<file path="src/rtl/trp_pkg.sv">
package trp_pkg;
  localparam int DATA_W_DEF     = 16;
  localparam int BID_W_DEF      = 12;
  localparam int EID_W_DEF      = 12;
  localparam int PIPE_DEPTH_DEF = 256;
  localparam int DER_DEPTH_DEF  = 16;
endpackage

</file>
<file path="src/rtl/trp_pipe.sv">
module trp_pipe #(
  parameter int DATA_W = 16,
  parameter int DEPTH  = 256,
  localparam int AW    = $clog2(DEPTH)
) (
  input  logic              clk,
  input  logic              rst_n,
  input  logic [DATA_W-1:0] din,
  input  logic              inj_we,
  input  logic [DATA_W-1:0] inj_data,
  input  logic [AW-1:0]     lat,
  output logic [DATA_W-1:0] dout
);
  logic [DATA_W-1:0] ring [DEPTH];
  logic [AW-1:0]     wr_ptr;

  always_ff @(posedge clk or negedge rst_n)
    if (!rst_n) wr_ptr <= '0;
    else        wr_ptr <= wr_ptr + 1'b1;

  always_ff @(posedge clk)
    ring[wr_ptr] <= inj_we ? inj_data : din;

  assign dout = ring[wr_ptr - lat];
endmodule

</file>
<file path="src/rtl/trp_tags.sv">
module trp_tags #(
  parameter int BID_W = 12,
  parameter int EID_W = 12
) (
  input  logic             clk,
  input  logic             rst_n,
  input  logic             bcr,
  input  logic             ecr,
  input  logic             accept,
  input  logic [BID_W-1:0] bc_max,
  output logic [BID_W-1:0] bid,
  output logic [EID_W-1:0] eid
);
  always_ff @(posedge clk or negedge rst_n)
    if (!rst_n)             bid <= '0;
    else if (bcr)           bid <= '0;
    else if (bid == bc_max) bid <= '0;
    else                    bid <= bid + 1'b1;

  always_ff @(posedge clk or negedge rst_n)
    if (!rst_n)      eid <= '0;
    else if (ecr)    eid <= '0;
    else if (accept) eid <= eid + 1'b1;


  bcr_clear_chk: assert property (@(posedge clk) disable iff (!rst_n) bcr |=> bid == '0);

  ecr_clear_chk: assert property (@(posedge clk) disable iff (!rst_n) ecr |=> eid == '0);
endmodule

</file>
<file path="src/rtl/trp_derand.sv">
module trp_derand #(
  parameter int W     = 40,
  parameter int DEPTH = 16,
  localparam int AW   = $clog2(DEPTH),
  localparam int CW   = $clog2(DEPTH + 1)
) (
  input  logic          clk,
  input  logic          rst_n,
  input  logic          push_req,
  input  logic [W-1:0]  push_data,
  input  logic          pop_ready,
  input  logic [CW-1:0] thr,
  output logic          out_valid,
  output logic [W-1:0]  out_data,
  output logic          throttle,
  output logic          overflow,
  input  logic [AW-1:0] rd_off,
  output logic [W-1:0]  rd_data
);
  localparam logic [CW-1:0] FULL_CNT = CW'(DEPTH);

  logic [W-1:0]  slot [DEPTH];
  logic [AW-1:0] head, tail;
  logic [CW-1:0] cnt;
  logic          full, push, pop;

  assign full      = (cnt == FULL_CNT);
  assign push      = push_req && !full;
  assign out_valid = (cnt != '0);
  assign pop       = out_valid && pop_ready;
  assign out_data  = slot[head];
  assign throttle  = (cnt >= thr);

  always_ff @(posedge clk)
    if (push) slot[tail] <= push_data;

  always_ff @(posedge clk or negedge rst_n)
    if (!rst_n) begin
      head     <= '0;
      tail     <= '0;
      cnt      <= '0;
      overflow <= 1'b0;
      rd_data  <= '0;
    end else begin
      if (push) tail <= tail + 1'b1;
      if (pop)  head <= head + 1'b1;
      case ({push, pop})
        2'b10:   cnt <= cnt + 1'b1;
        2'b01:   cnt <= cnt - 1'b1;
        default: cnt <= cnt;
      endcase
      if (push_req && full) overflow <= 1'b1;
      rd_data <= slot[head + rd_off];
    end


  occ_bound_chk: assert property (@(posedge clk) disable iff (!rst_n) cnt <= FULL_CNT);

  ovf_sticky_chk: assert property (@(posedge clk) disable iff (!rst_n) overflow |=> overflow);

  drop_full_chk: assert property (@(posedge clk) disable iff (!rst_n)
    (push_req && full && !pop_ready) |=> (cnt == $past(cnt)));

  head_hold_chk: assert property (@(posedge clk) disable iff (!rst_n)
    (out_valid && !pop_ready) |=> (out_valid && $stable(out_data)));
endmodule

</file>
<file path="src/rtl/trig_pipe_derand.sv">
module trig_pipe_derand
  import trp_pkg::*;
#(
  parameter int DATA_W     = DATA_W_DEF,
  parameter int BID_W      = BID_W_DEF,
  parameter int EID_W      = EID_W_DEF,
  parameter int PIPE_DEPTH = PIPE_DEPTH_DEF,
  parameter int DER_DEPTH  = DER_DEPTH_DEF,
  localparam int PAW = $clog2(PIPE_DEPTH),
  localparam int DAW = $clog2(DER_DEPTH),
  localparam int DCW = $clog2(DER_DEPTH + 1),
  localparam int EW  = DATA_W + BID_W + EID_W
) (
  input  logic              clk,
  input  logic              rst_n,
  input  logic [DATA_W-1:0] sample_in,
  input  logic              accept,
  input  logic              bcr,
  input  logic              ecr,
  input  logic [PAW-1:0]    lat_cfg,
  input  logic [BID_W-1:0]  bc_max,
  input  logic [DCW-1:0]    thr_cfg,
  input  logic              inj_we,
  input  logic [DATA_W-1:0] inj_data,
  input  logic [DAW-1:0]    cb_rd_off,
  output logic [EW-1:0]     cb_rd_data,
  output logic              out_valid,
  input  logic              out_ready,
  output logic [DATA_W-1:0] out_data,
  output logic [BID_W-1:0]  out_bid,
  output logic [EID_W-1:0]  out_eid,
  output logic              throttle,
  output logic              overflow
);
  logic [DATA_W-1:0] delayed;
  logic [BID_W-1:0]  bid_now;
  logic [EID_W-1:0]  eid_now;
  logic [EW-1:0]     head_word;

  trp_pipe #(.DATA_W(DATA_W), .DEPTH(PIPE_DEPTH)) u_pipe (
    .clk(clk), .rst_n(rst_n), .din(sample_in), .inj_we(inj_we),
    .inj_data(inj_data), .lat(lat_cfg), .dout(delayed));

  trp_tags #(.BID_W(BID_W), .EID_W(EID_W)) u_tags (
    .clk(clk), .rst_n(rst_n), .bcr(bcr), .ecr(ecr), .accept(accept),
    .bc_max(bc_max), .bid(bid_now), .eid(eid_now));

  trp_derand #(.W(EW), .DEPTH(DER_DEPTH)) u_derand (
    .clk(clk), .rst_n(rst_n), .push_req(accept),
    .push_data({delayed, bid_now, eid_now}), .pop_ready(out_ready),
    .thr(thr_cfg), .out_valid(out_valid), .out_data(head_word),
    .throttle(throttle), .overflow(overflow), .rd_off(cb_rd_off),
    .rd_data(cb_rd_data));

  assign {out_data, out_bid, out_eid} = head_word;
endmodule

</file>
<file path="config.mk">
export PLATFORM = sky130hd
export DESIGN_NAME = trig_pipe_derand
export DESIGN_NICKNAME = d
export VERILOG_FILES = /design/src/rtl/trp_pkg.sv /design/src/rtl/trp_pipe.sv /design/src/rtl/trp_tags.sv /design/src/rtl/trp_derand.sv /design/src/rtl/trig_pipe_derand.sv
export SDC_FILE = /design/constraint.sdc
export NUM_CORES = 2
export LEC_CHECK = 0
export ABC_AREA = 0
export BUFFER_PORTS_ARGS = -buffer_cell sky130_fd_sc_hd__buf_2
export CORE_ASPECT_RATIO = 0.9
export CORE_UTILIZATION = 50
export CTS_CLUSTER_SIZE = 40
export DETAILED_ROUTE_END_ITERATION = 7
export PLACE_DENSITY = 0.65
export SLEW_MARGIN = 20
export SYNTH_ARGS = -nofsm -noshare
export SYNTH_HDL_FRONTEND = slang
export SYNTH_HIERARCHICAL = 1
export SYNTH_MEMORY_MAX_BITS = 65536
export SYNTH_SLANG_ARGS = --single-unit
</file>
<file path="constraint.sdc">
create_clock -name clk -period 12.15 [get_ports clk]
set_clock_uncertainty 0.1 [all_clocks]
set_input_delay 0.6075 -clock clk [delete_from_list [all_inputs] [get_ports clk]]
set_output_delay 0.6075 -clock clk [all_outputs]
set_load 0.1 [all_outputs]
</file>
Word-level counts from Yosys, hierarchy flattened
Memories as Yosys holds them, arrays and structs flattened. A register that Yosys moved wholly into a read port is not among the register bits.
Index checks and enable logic that the tools add are counted.

storage, ports and cells
  memories = 2
  input bits = 68
  output and inout port bits = 83
  bits in registers = 46
  memory bits (writable) = 4,736
  word-level logic and storage cells = 39

memories
  name           words  bits a word  read ports  clocked after Yosys merged registers in  wr ports  RTL line          text
  u_pipe.ring    256    16           1           0                                        1         trp_pipe.sv:14    logic [DATA_W-1:0] ring [DEPTH];
  u_derand.slot  16     40           2           1                                        1         trp_derand.sv:22  logic [W-1:0] slot [DEPTH];

cells by class
  $add $sub $neg = 9
  order comparisons = 1
  equality and inequality tests = 4
  reduce and logical (&&, ||, !) cells = 8
  mux-type cells = 8

operator list
  operator                                              count
  2-to-1 mux 12 bit                                     4
  adder 12 x 1 -> 12 bit (second input constant)        2
  2-to-1 mux 16 bit                                     1
  equality test 12 bit                                  1
  case mux 5 bit (2 select lines)                       1
  adder 4 x 1 -> 4 bit (second input constant)          2
  adder 8 x 1 -> 8 bit (second input constant)          1
  subtractor 8 bit                                      1
  adder 5 x 1 -> 5 bit (second input constant)          1
  equality test 5 bit (second input constant)           1
  greater-or-equal comparator 5 bit                     1
  nonzero test 5 bit                                    1
  subtractor 5 x 1 -> 5 bit (second input constant)     1
  adder 4 bit                                           1
  nonzero test 2 bit                                    2
  logical AND 1 bit                                     3
  equality test 2 x 1 -> 1 bit (second input constant)  1
  equality test 2 bit (second input constant)           1
  zero test 1 bit                                       2
  2-to-1 mux 1 bit                                      2

Logic depth before layout (Yosys ltp)
  depth after elaboration = 5
  mapped depth = 15
  gate-level depth less buffers = 11

Modules after synthesis
The synthesis kept the hierarchy.

modules (own cells, without submodules)
  module      instances  area an instance (um^2)  cells an instance  seq. area each (um^2)
  trp_pipe    1          158,534.5                6,781              123,198.2
  trp_derand  1          31,730.4                 1,771              20,569.7
  trp_tags    1          1,290.0                  132                600.6

Least setup slack after synthesis
Ideal clock, no wire load.

  path kind = input -> register
  start point = input port accept
  end point = memory u_derand.slot[3][0], enable pin
  path buffers = 0
  arrival = 3,841 ps
  library setup time = 487 ps
  stages on the path = 3
  path slack = 7,722 ps
  required time = 11,563 ps
  path through = a21boi_2 nand2_1 nor3_1

on the way
  cells in the longest elaborated chain, start to end = 3

RTL lines
  element                                 RTL line                text
  start: declaration                      trig_pipe_derand.sv:17  input logic accept,
  logical AND 1 bit                       trp_derand.sv:28        assign push = push_req && !full;
  2-to-1 mux 1 bit                        trp_derand.sv:35        if (push) slot[tail] <= push_data;
  2-to-1 mux 1 bit (not written as such)  trp_derand.sv:35
  end: declaration                        trp_derand.sv:22

Every way passes these cells.

Final worst setup path
  start point = register u_pipe.wr_ptr[0]
  end point = memory u_derand.slot[4][25], data pin

on the way
  cells in the longest elaborated chain, start to end = 2

RTL lines
  element                     RTL line                text
  start: declaration          trp_pipe.sv:15          logic [AW-1:0] wr_ptr;
  start signal: assignment    trp_pipe.sv:19          else wr_ptr <= wr_ptr + 1'b1;
  subtractor 8 bit            trp_pipe.sv:24          assign dout = ring[wr_ptr - lat];
  memory read (256 x 16 bit)  -
  net delayed[1]              trig_pipe_derand.sv:35  logic [DATA_W-1:0] delayed;

The timed path passes the listed nets, and every way through them passes these cells.

==> metrics <==
setup TNS 0 ps; clk_lat worst skew 1030 ps; Avg WL per Cell 34.3 µm; dpl cells 13800; Port Buf Inserts 150; Vias/cell 6.52; WP data required 12460 ps; clock tree buffer depth 4; syn_nets 8786; Max Transition Viols Final 0; Non-Filler Instances 14700; post-route antenna net violation count 0; Fillers 27600; H-tree depth 5; Hold Fails Final Rpt 0; Final HPWL DP 283000 µm; Worst R2R End u_derand/slot[4][25]; Peak VDD IR 278 µV; actual slew at the worst max-slew pin 1220 ps; Initial Util 0.503; Register Area 144000 µm²; leakage power 0.0679 µW; Die Wd 654 µm; Avg Cell Area, Syn 22.1 µm²; synth warn 6; largest net degree at the start of global routing 169; Yosys cell types 76; clock-pin slew on the worst setup and hold paths 60 ps; critical path class reg -> reg; FF-to-FF Start u_pipe/wr_ptr[0]; Worst Setup SP u_pipe/wr_ptr[0]; Core Footprint 381000 µm²; most frequent cells in the layout 4736 x edfxtp_1, 1418 x mux4_2, 468 x clkbuf_16; CTS tree done; Hold Path Class in -> async; gpl congestion 0.828; grt ovf 0; antenna violations before repair 25; maximum operating frequency 138 MHz; die area 386000 µm²; Max-cap violations 0; first-pass detailed-route iteration total 8; Layout area overhead 12.1%; sequential share of the synthesized area 0.754; 1st-iter DRT viols 12900; failing checks design-rule violations; Netlist Area Pre-Place 192000 µm²; nets@finish 9304; Clock Sinks 4822; DRT Wirelength 504000 µm; clock root cell clkbuf_16; Worst Setup End Kind register; Multi-input gate area 45100 µm²; Post-synth EDFFs 4736; Final setup viols 0; Post-synth top flop edfxtp_1; reg-to-reg slack, setup 4910 ps; Async S/R FF share, synth 0.0178; num ports 151; Rows 215; crit-path max FO 123; startpoint class of the critical path register; #FFs+latches synth 4822; RSZ-0062 raised after global routing no; Die Y 589 µm; CP arrival 7550 ps; R2R depth 11; commonest non-fill, non-tap cell in the layout edfxtp_1; DRC 40; status complete, but fails checks; Power Density 190 nW/µm²; vias in the first global route 95400; period utilization 0.596; Critical Path End u_derand/slot[4][25]; Via Count 95700; Worst slew margin 0.179; Mapped Cells 8684; layout cells sized above 1 0.296; crit path time final 7240 ps; first-pass GRT wire length 713000 µm; TritonCTS Buffers 465; total global-route track usage 0.260
==> final cells by class <==
class / instances / area share
Inverter: 28 / 0.000489
Multi-Input combinational cell: 3323 / 0.210
Sequential cell: 4822 / 0.672
Clock buffer: 588 / 0.0569
Timing Repair Buffer: 562 / 0.0193
Antenna cell: 7 / 0.0000815
Tap cell: 5099 / 0.0297
Clock inverter: 261 / 0.0114
==> metrics by stage <==
| step | hold slack [ps] | worst slack (ps) | power [µW] | instance area [µm²] | util |
|---|---|---|---|---|---|
| after global routing | 74.2 | 4720 | 42100 | 215000 | 0.564 |
| after CTS | 32.4 | 5010 | 41100 | 215000 | 0.563 |
| after floorplan | 212 | 7720 | 25000 | 192000 | - |
| after detailed placement | 363 | 4850 | 27300 | 200000 | 0.525 |
| after global placement | 345 | 4960 | 27200 | 200000 | 0.525 |
| final | 99.6 | 4910 | 40900 | 215000 | 0.564 |
==> worst min-delay path by stage <==
stage / from / to / slack (ps) / depth (start not counted)
2_1_floorplan: rst_n / u_derand/cnt[0] / 210 / 0
5_1_grt: rst_n / u_derand/cnt[1] / 70 / 2
3_5_place_dp: u_derand/overflow / u_derand/overflow / 360 / 1
4_1_cts: rst_n / u_derand/cnt[1] / 30 / 2
6_report: rst_n / u_pipe/wr_ptr[5] / 100 / 2
3_3_place_gp: u_derand/overflow / u_derand/overflow / 340 / 1
==> state kept, by name, indices dropped and copies added, names as in the netlist <==
signal and cells:
u_derand/cnt 5, u_derand/head 4, u_derand/overflow 1, u_derand/rd_data 40, u_derand/slot 640, u_derand/tail 4, u_pipe/ring 4096, u_pipe/wr_ptr 8
u_tags/bid 12, u_tags/eid 12
==> worst max-delay path, stage by stage, from the launching register on <==
cell and delay [ps]:
dfrtp_1 410, inv_1 150, ha_1 230, fa_4 1410, buf_4 840, buf_12 670
mux4_2 420, mux4_2 480, nand2_1 160, a21oi_1 120, nor4bb_1 630, nand4_1 830
==> layer usage <==
metal / GRT usage / vias up / part of all wire
met5: 0 / - / 0.000069
met4: 0.0792 / 6 / 0.034
met3: 0.0521 / 840 / 0.10
met2: 0.404 / 5249 / 0.47
met1: 0.377 / 51900 / 0.40
li1: - / 37700 / -
==> power breakdown <==
part | switching [µW] | internal [µW] | leakage, µW | total (µW)
logic | 5410 | 2400 | 0.0171 | 7820
clock network | 6170 | 7820 | 0.00711 | 14000
registers | 273 | 18800 | 0.0437 | 19100
==> synth_stat cells, types with 7 or more instances <==
cell	instances	area share
a32oi_1	19	0.00087
nand2b_1	7	0.00023
dfrtp_1	86	0.011
ha_1	31	0.0020
o211ai_1	7	0.00027
a211oi_1	25	0.00098
mux4_2	1418	0.17
buf_4	88	0.0034
o21ai_0	105	0.0027
a211oi_2	21	0.0014
and3_1	22	0.00072
buf_6	49	0.0029
a221oi_1	53	0.0024
clkbuf_1	199	0.0039
nand3_1	108	0.0028
xnor2_1	31	0.0014
nand2_1	434	0.0085
buf_1	22	0.00043
and2_1	43	0.0014
nor2b_1	11	0.00036
nor3_1	17	0.00044
edfxtp_1	4736	0.74
o22a_1	9	0.00041
a22oi_1	42	0.0016
inv_1	28	0.00055
o2111ai_1	8	0.00037
a21oi_1	61	0.0016
buf_2	151	0.0039
xor2_1	29	0.0013
a31oi_1	46	0.0015
nand4_1	27	0.00088
nor2_1	321	0.0063
mux2_2	63	0.0037
mux4_1	14	0.0019
mux2i_1	262	0.014
==> logic make-up after synthesis <==
kind of cell             Yosys count  share of synthesized area
buffers and inverters            539                     0.0153
XOR/XNOR                          63                    0.00312
flip-flops                      4822                      0.754
adder cells (fa/ha/maj)           34                    0.00234
AND/OR/NAND/NOR                 1026                     0.0231
multiplexers                    1757                      0.186
AO/OA/AOI/OAI                    443                     0.0164
==> what timing repair did <==
| item | CTS | global route |
|---|---|---|
| hold endpoints to repair | 64 | 0 |
| endpoints found under the setup margin | 0 | 0 |
| resized for setup | 0 | 0 |
| hold buffers | 4 | 0 |
| setup buffers | 0 | 0 |
Power figures use the tool's default switching activity.
